==> config.mk <==
export PLATFORM = sky130hd
export DESIGN_NAME = softstart_stair
export DESIGN_NICKNAME = d
export VERILOG_FILES = /design/src/rtl/softstart_stair.sv
export SDC_FILE = /design/constraint.sdc
export NUM_CORES = 1
export LEC_CHECK = 0
export CAP_MARGIN = 20
export CORE_MARGIN = 4
export CORE_UTILIZATION = 40
export CTS_BUF_LIST = sky130_fd_sc_hd__clkbuf_16
export DETAILED_ROUTE_END_ITERATION = 10
export GPL_TIMING_DRIVEN = 0
export PLACE_DENSITY = 0.71
export RECOVER_POWER = 25
export SLEW_MARGIN = 20
export SYNTH_ARGS = -nofsm -noshare
export SYNTH_HDL_FRONTEND = slang
export SYNTH_SLANG_ARGS = --single-unit
==> constraint.sdc <==
create_clock -name clk -period 2.8 [get_ports clk]
set_input_delay 0.84 -clock clk [delete_from_list [all_inputs] [get_ports clk]]
set_output_delay 0.84 -clock clk [all_outputs]
set_load 0.05 [all_outputs]
==> src/rtl/softstart_stair.sv <==
module softstart_stair #(
  parameter int STEPS = 64,
  parameter int CYC_PER_STEP = 32,
  localparam int CODE_W = $clog2(STEPS)
) (
  input  logic              clk,
  input  logic              rst_n,
  input  logic              en,
  input  logic              cyc_stb,
  input  logic              restart,
  output logic [CODE_W-1:0] ref_code,
  output logic              ss_active,
  output logic              ramp_done
);
  localparam int SUB_W = $clog2(CYC_PER_STEP);
  localparam int CNT_W = CODE_W + SUB_W;
  localparam logic [CNT_W-1:0] LAST = CNT_W'(STEPS * CYC_PER_STEP - 1);

  typedef enum logic [1:0] {S_OFF, S_RAMP, S_DONE, S_HOLD} st_t;

  st_t st;
  logic [CNT_W-1:0] cnt;
  logic at_last;

  assign at_last = (cnt == LAST);

  always_ff @(posedge clk) begin
    if (!rst_n || !en) begin
      st  <= S_OFF;
      cnt <= '0;
    end else begin
      case (st)
        S_OFF: begin
          st  <= S_RAMP;
          cnt <= '0;
        end
        S_RAMP: if (cyc_stb) begin
          if (at_last) begin
            st  <= S_DONE;
            cnt <= '0;
          end else cnt <= cnt + 1'b1;
        end
        S_DONE: if (restart) begin
          st  <= S_HOLD;
          cnt <= '0;
        end
        S_HOLD: begin
          if (restart) cnt <= '0;
          else if (cyc_stb) begin
            if (at_last) begin
              st  <= S_RAMP;
              cnt <= '0;
            end else cnt <= cnt + 1'b1;
          end
        end
        default: begin
          st  <= S_OFF;
          cnt <= '0;
        end
      endcase
    end
  end

  assign ref_code  = (st == S_DONE) ? '1 :
                     (st == S_RAMP) ? cnt[CNT_W-1:SUB_W] : '0;
  assign ss_active = (st == S_RAMP);
  assign ramp_done = (st == S_DONE);


  code_hold_chk: assert property (@(posedge clk) disable iff (!rst_n)
    (en && !cyc_stb && !restart) |=> $stable(ref_code));


  single_step_chk: assert property (@(posedge clk) disable iff (!rst_n)
    (en && ss_active && cyc_stb) |=>
      (ref_code == $past(ref_code) || ref_code == $past(ref_code) + CODE_W'(1)));


  disable_clear_chk: assert property (@(posedge clk) disable iff (!rst_n)
    !en |=> (ref_code == '0 && !ss_active && !ramp_done));


  done_from_top_chk: assert property (@(posedge clk) disable iff (!rst_n)
    $rose(ramp_done) |-> ($past(ref_code) == '1));


  restart_hold_chk: assert property (@(posedge clk) disable iff (!rst_n)
    (en && ramp_done && restart) |=> (ref_code == '0 && !ss_active && !ramp_done));
endmodule

After elaboration in Yosys (flattened, before gate mapping)

Cells that the tools add are included.

Add/subtract/negate cells: 1
Equal/unequal tests: 10
Muxes and demuxes: 14
Reduce and logical (&&, ||, !) cells: 5

Operator list:

| cell                                                 | count |
|---|---|
| 2-to-1 mux 11 bit                                    | 4 |
| case mux 11 bit (4 select lines)                     | 1 |
| 2-to-1 mux 2 bit                                     | 6 |
| 2-to-1 mux 6 bit                                     | 2 |
| adder 11 x 1 -> 11 bit (second input constant)       | 1 |
| equality test 11 bit (second input constant)         | 1 |
| != test 2 bit (second input constant)                | 5 |
| case mux 2 bit (4 select lines)                      | 1 |
| AND reduction 6 bit                                  | 1 |
| equality test 2 bit (second input constant)          | 2 |
| equality test 2 x 1 -> 1 bit (second input constant) | 1 |
| logical NOT 1 bit                                    | 2 |
| logical NOT 2 bit                                    | 1 |
| != test 2 x 1 -> 1 bit (second input constant)       | 1 |
| logical OR 1 bit                                     | 1 |

Bits in registers: 13
Bits of input ports: 5
Output and inout bits: 8

Longest topological paths before layout

Depth after elaboration: 5
Mapped depth: 7
Depth with buffers taken out: 6

Worst setup path after synthesis

OpenSTA, ideal clock, no wires.

Path type: register to output
From: reg st[1]
To: out ref_code[1]
Arrival time: 1554 ps
Required time: 1960 ps
Path slack: 406 ps
Stages on the path, launching flop included: 5
Path through: dfxtp_1 -> inv_1 -> ha_1 -> clkbuf_1 -> a21o_1

Longest elaborated chain between the ends: 3
Elaborated cells between the ends (all ways): 4

Ends and longest elaborated chain:

| element                      | line | source |
|---|---|---|
| start: declaration           | 21   | `st_t st;` |
| start signal: assignment     | 29   | `st <= S_OFF;` |
| start signal: assignment     | 34   | `st <= S_RAMP;` |
| start signal: assignment     | 39   | `st <= S_DONE;` |
| equality test 2 x 1 -> 1 bit | -    |  |
| named net ss_active          | 12   | `output logic ss_active,` |
| 2-to-1 mux 6 bit             | 65   | `(st == S_RAMP) ? cnt[CNT_W-1:SUB_W] : '0;` |
| 2-to-1 mux 6 bit             | 64   | `assign ref_code = (st == S_DONE) ? '1 :` |
| end: declaration             | 11   | `output logic [CODE_W-1:0] ref_code,` |

The timed path passes the listed nets, and every way through them passes these cells.

Worst setup path after layout

From: reg st[0]
To: out ramp_done

Longest elaborated chain between the ends: 1

Ends and longest elaborated chain:

| element             | line | source |
|---|---|---|
| equality test 2 bit | 67   | `assign ramp_done = (st == S_DONE);` |
| end: declaration    | 13   | `output logic ramp_done` |

Every way passes these cells.

==> flow_results.org <==
** Run status
- The run finished with clean final reports.

** Worst setup path
- The worst register-to-register path begins at st[0].
- WP data required :: ~2.0 ns
- Critical path startpoint :: st[0]
- Along the worst path, the maximum fanout reaches 8.
- Endpoint type of the worst setup path :: primary output
- Kind of launch point of the worst setup path :: flip-flop
- WS Path Type :: reg -> out
- For the worst setup path, the data arrival time is about 1.9 ns.

** Clock network
- The number of clock buffers added by TritonCTS is 3.
- Sink count of the clock tree :: 13
- Number of buffers on the longest clock path :: 2
- H-tree lvl count :: 1
- CTS root buf :: sky130_fd_sc_hd__clkbuf_16
- Post-CTS setup-driven buffer insertion count :: 0
- Clock-pin slew was measured on the worst setup and hold paths at around 0.040 ns.
- For the worst-skew pair, the clock arrives at the later sink with an insertion delay of between 0.2 and 0.25 ns.
- CTS tree :: yes

** Route
- DRC :: 0
- After detailed routing, the average wire length per cell comes to between 10 and 15 µm.
- Detailed routing inserted a total of about 900 vias.
- Via density per instance :: about 5.8
- Wirelength, routed :: a little over 2000 µm
- The first routing iteration left 27 violations.
- Residual antenna-violating net count after detailed routing :: 0
- First-pass detailed-route iteration total :: 5

** Floorplan
- The die covers between 3000 and 4000 µm².
- Number of rows created at floorplan :: 16
- For this configuration, the core starts out at a cell density of a little over two fifths.
- Vert. Die Dim :: between 50 and 60 µm
- Width of the chip :: 55.1 µm
- The core region is 2040 µm².
- During I/O placement, the number of pins put on the boundary was 13.

** Flow run
- Across the run, the number of max-cap violations was 0.

** Place
- PortBufs :: 12
- The HPWL after detailed placement is roughly 1500 µm.
- Placement-stage worst setup slack :: 0.122 ns
- Final RePlAce weighted congestion :: roughly 0.85

** Yosys
- The share of synthesized area in the top cell type comes to just under 30%.
- Register area share after synthesis :: 29.4%
- Post-synthesis cell area :: a little under 900 µm²
- Synthesis instantiated 34 different standard cells from the library.
- Ranking of synthesized cells by area :: sky130_fd_sc_hd__dfxtp_1 (29%), sky130_fd_sc_hd__ha_1 (7.1%), sky130_fd_sc_hd__nand4b_1 (5.9%), sky130_fd_sc_hd__a21o_1 (5.1%), sky130_fd_sc_hd__nand2_1 (5.1%)
- A synthesized cell averages between 7 and 8 µm².
- Number of synthesized register bits :: 13
- sky130_fd_sc_hd__dfxtp_1 takes more of the synthesized area than any other cell.
- During synthesis, Yosys emitted a total of 0 warnings.
- Synthesis produced a netlist whose cell count is approximately 110.
- Nets in the synthesized netlist :: 123

** STA
- Setup violations remaining at the end of the flow were counted as 0.
- Setup total negative slack on the finished layout was measured at 0 ns.
- For the finished layout, the period the worst path requires is approximately 2.7 ns.
- Achievable clock frequency :: 372 MHz
- Final Hold Vio Count :: 0
- Setup repair after global routing left no endpoint under its margin.
- Worst Max-Slew Pin Slew :: between 0.4 and 0.5 ns
- Setup ws final :: 0.109 ns
- Worst relative slew slack :: between 60% and 70%
- The number of pins with negative max-slew slack in the final report was 0.
- After layout, the worst path uses around 96% of the clock period.
- The clock arrives with roughly 0.0042 ns of skew.

** Global route
- Aggregate global routing overflow :: 0
- Initial antenna violation count :: 0
- Largest net degree at the start of global routing :: 11
- The number of global-route vias before repair is around 800.
- Global routing used 16.7% of the available tracks across all layers.
- Wire length of the first global-routing pass :: roughly 3700 µm

** Power and ir drop
- Power spread over the standard cell area amounts to 480 nW/µm².
- VDD IR-drop max :: between 400 and 500 µV
- In this run the static leakage power is about 0.47 nW.

** Final layout
- Fill cells :: approximately 210
- Across the whole layout, storage elements account for 260 µm².
- 0 antenna diodes ended up in the layout.
- For this run, the share of the core covered by cells in the final layout is between 50% and 60%.
- In the final design database the tool counted 140 nets.
- Relative to the synthesized area, the layout overhead comes to 25.1%.
- Of the cells placed in the final design, the portion with a size suffix greater than 1 is ~6.2%.
- Summing all multi-input logic gate instances after layout gives 581 µm².

** Worst hold path
- The path class of the tightest hold or removal check is reg -> reg.
- Startpoint of the tightest hold check path :: cnt[1]
[metrics by stage]
stage	instance area, µm²	hold slack [ns]	std cells	total power (W)
after floorplan	886	0.488	113	0.000248
final	1110	0.526	156	0.000532
after global routing	1110	0.553	156	0.000556
after CTS	1110	0.520	156	0.000540
after global placement	1040	0.514	152	0.000271
after detailed placement	1040	0.514	152	0.000273
[cell families after synthesis]
logic type      Yosys count  share of synthesized area [%]
fa+ha+maj                 5                           7.06
simple gates             52                           33.1
flops                    13                           29.4
buf+inv                  11                           5.08
xor+xnor                  3                           2.97
compound gates           29                           22.5
[metal layers]
metal,up-vias,routed length (µm),track usage (%)
li1,453,-,-
met1,422,964,22.8
met2,27,952,24.8
met3,2,142,5.63
met4,0,13,4.86
met5,-,0,0
[registers in the layout, summed over array words and instances (netlist names)]
name and cells:
cnt 11, st 2
[area by class of cell]
cell class	count	area share (%)
plain buffers	7	2.48
clock inverters	1	0.339
well taps	27	3.05
clock buffers	3	6.77
inverters	4	1.35
multi-input cells	89	52.4
flip-flops and latches	13	23.5
repair buffers	12	10.2
[worst max-delay path, stage by stage (launching register included)]
cell and delay (ns):
sky130_fd_sc_hd__dfxtp_1 0.33, sky130_fd_sc_hd__inv_1 0.10, sky130_fd_sc_hd__ha_1 0.32, sky130_fd_sc_hd__clkdlybuf4s50_1 0.86
[timing repair]
| action | in CTS | in global routing |
|---|---|---|
| gates resized for setup | 6 | 0 |
| hold buffers | 0 | 0 |
| endpoints found under the setup margin | 6 | 0 |
[synth_stat cells (all sizes together)]
cell type / n
o31ai: 2
nand2: 13
a2111o: 2
and3: 3
nand4: 7
xnor2: 1
a21oi: 8
and2: 2
nor2: 5
nor4: 1
o21ai: 5
nor3: 4
xor2: 2
a22oi: 1
or4: 1
a21o: 7
buf: 2
or3: 1
clkbuf: 5
nand4b: 6
nand3b: 1
inv: 4
nand3: 5
ha: 5
and4: 1
nand2b: 1
nor2b: 1
dfxtp: 13
o211ai: 4
[worst paths after layout]
check,to,slack (ns),cells after the start
max,ramp_done,0.11,3
min,cnt[1],0.53,2
max reg2reg,cnt[6],0.83,7
min reg2reg,cnt[1],0.53,2
[cell usage in the layout, fill, tap and decap left out, types with 6 or more instances in the layout]
master / n
sky130_fd_sc_hd__a21oi_1: 8
sky130_fd_sc_hd__clkbuf_1: 6
sky130_fd_sc_hd__nand2_1: 12
sky130_fd_sc_hd__dfxtp_1: 13
sky130_fd_sc_hd__nand4_1: 7
sky130_fd_sc_hd__dlygate4sd2_1: 6
sky130_fd_sc_hd__a21o_1: 6
sky130_fd_sc_hd__nand4b_1: 6
[power by group]
| part | switching (W) | internal [W] | total (W) |
|---|---|---|---|
| sequential | 0.00000231 | 0.000188 | 0.000190 |
| combinational | 0.0000511 | 0.0000248 | 0.0000759 |
| clock | 0.0000776 | 0.000188 | 0.000266 |
| total | 0.000131 | 0.000401 | 0.000532 |
Note: power is estimated with default switching activity, not from simulation.
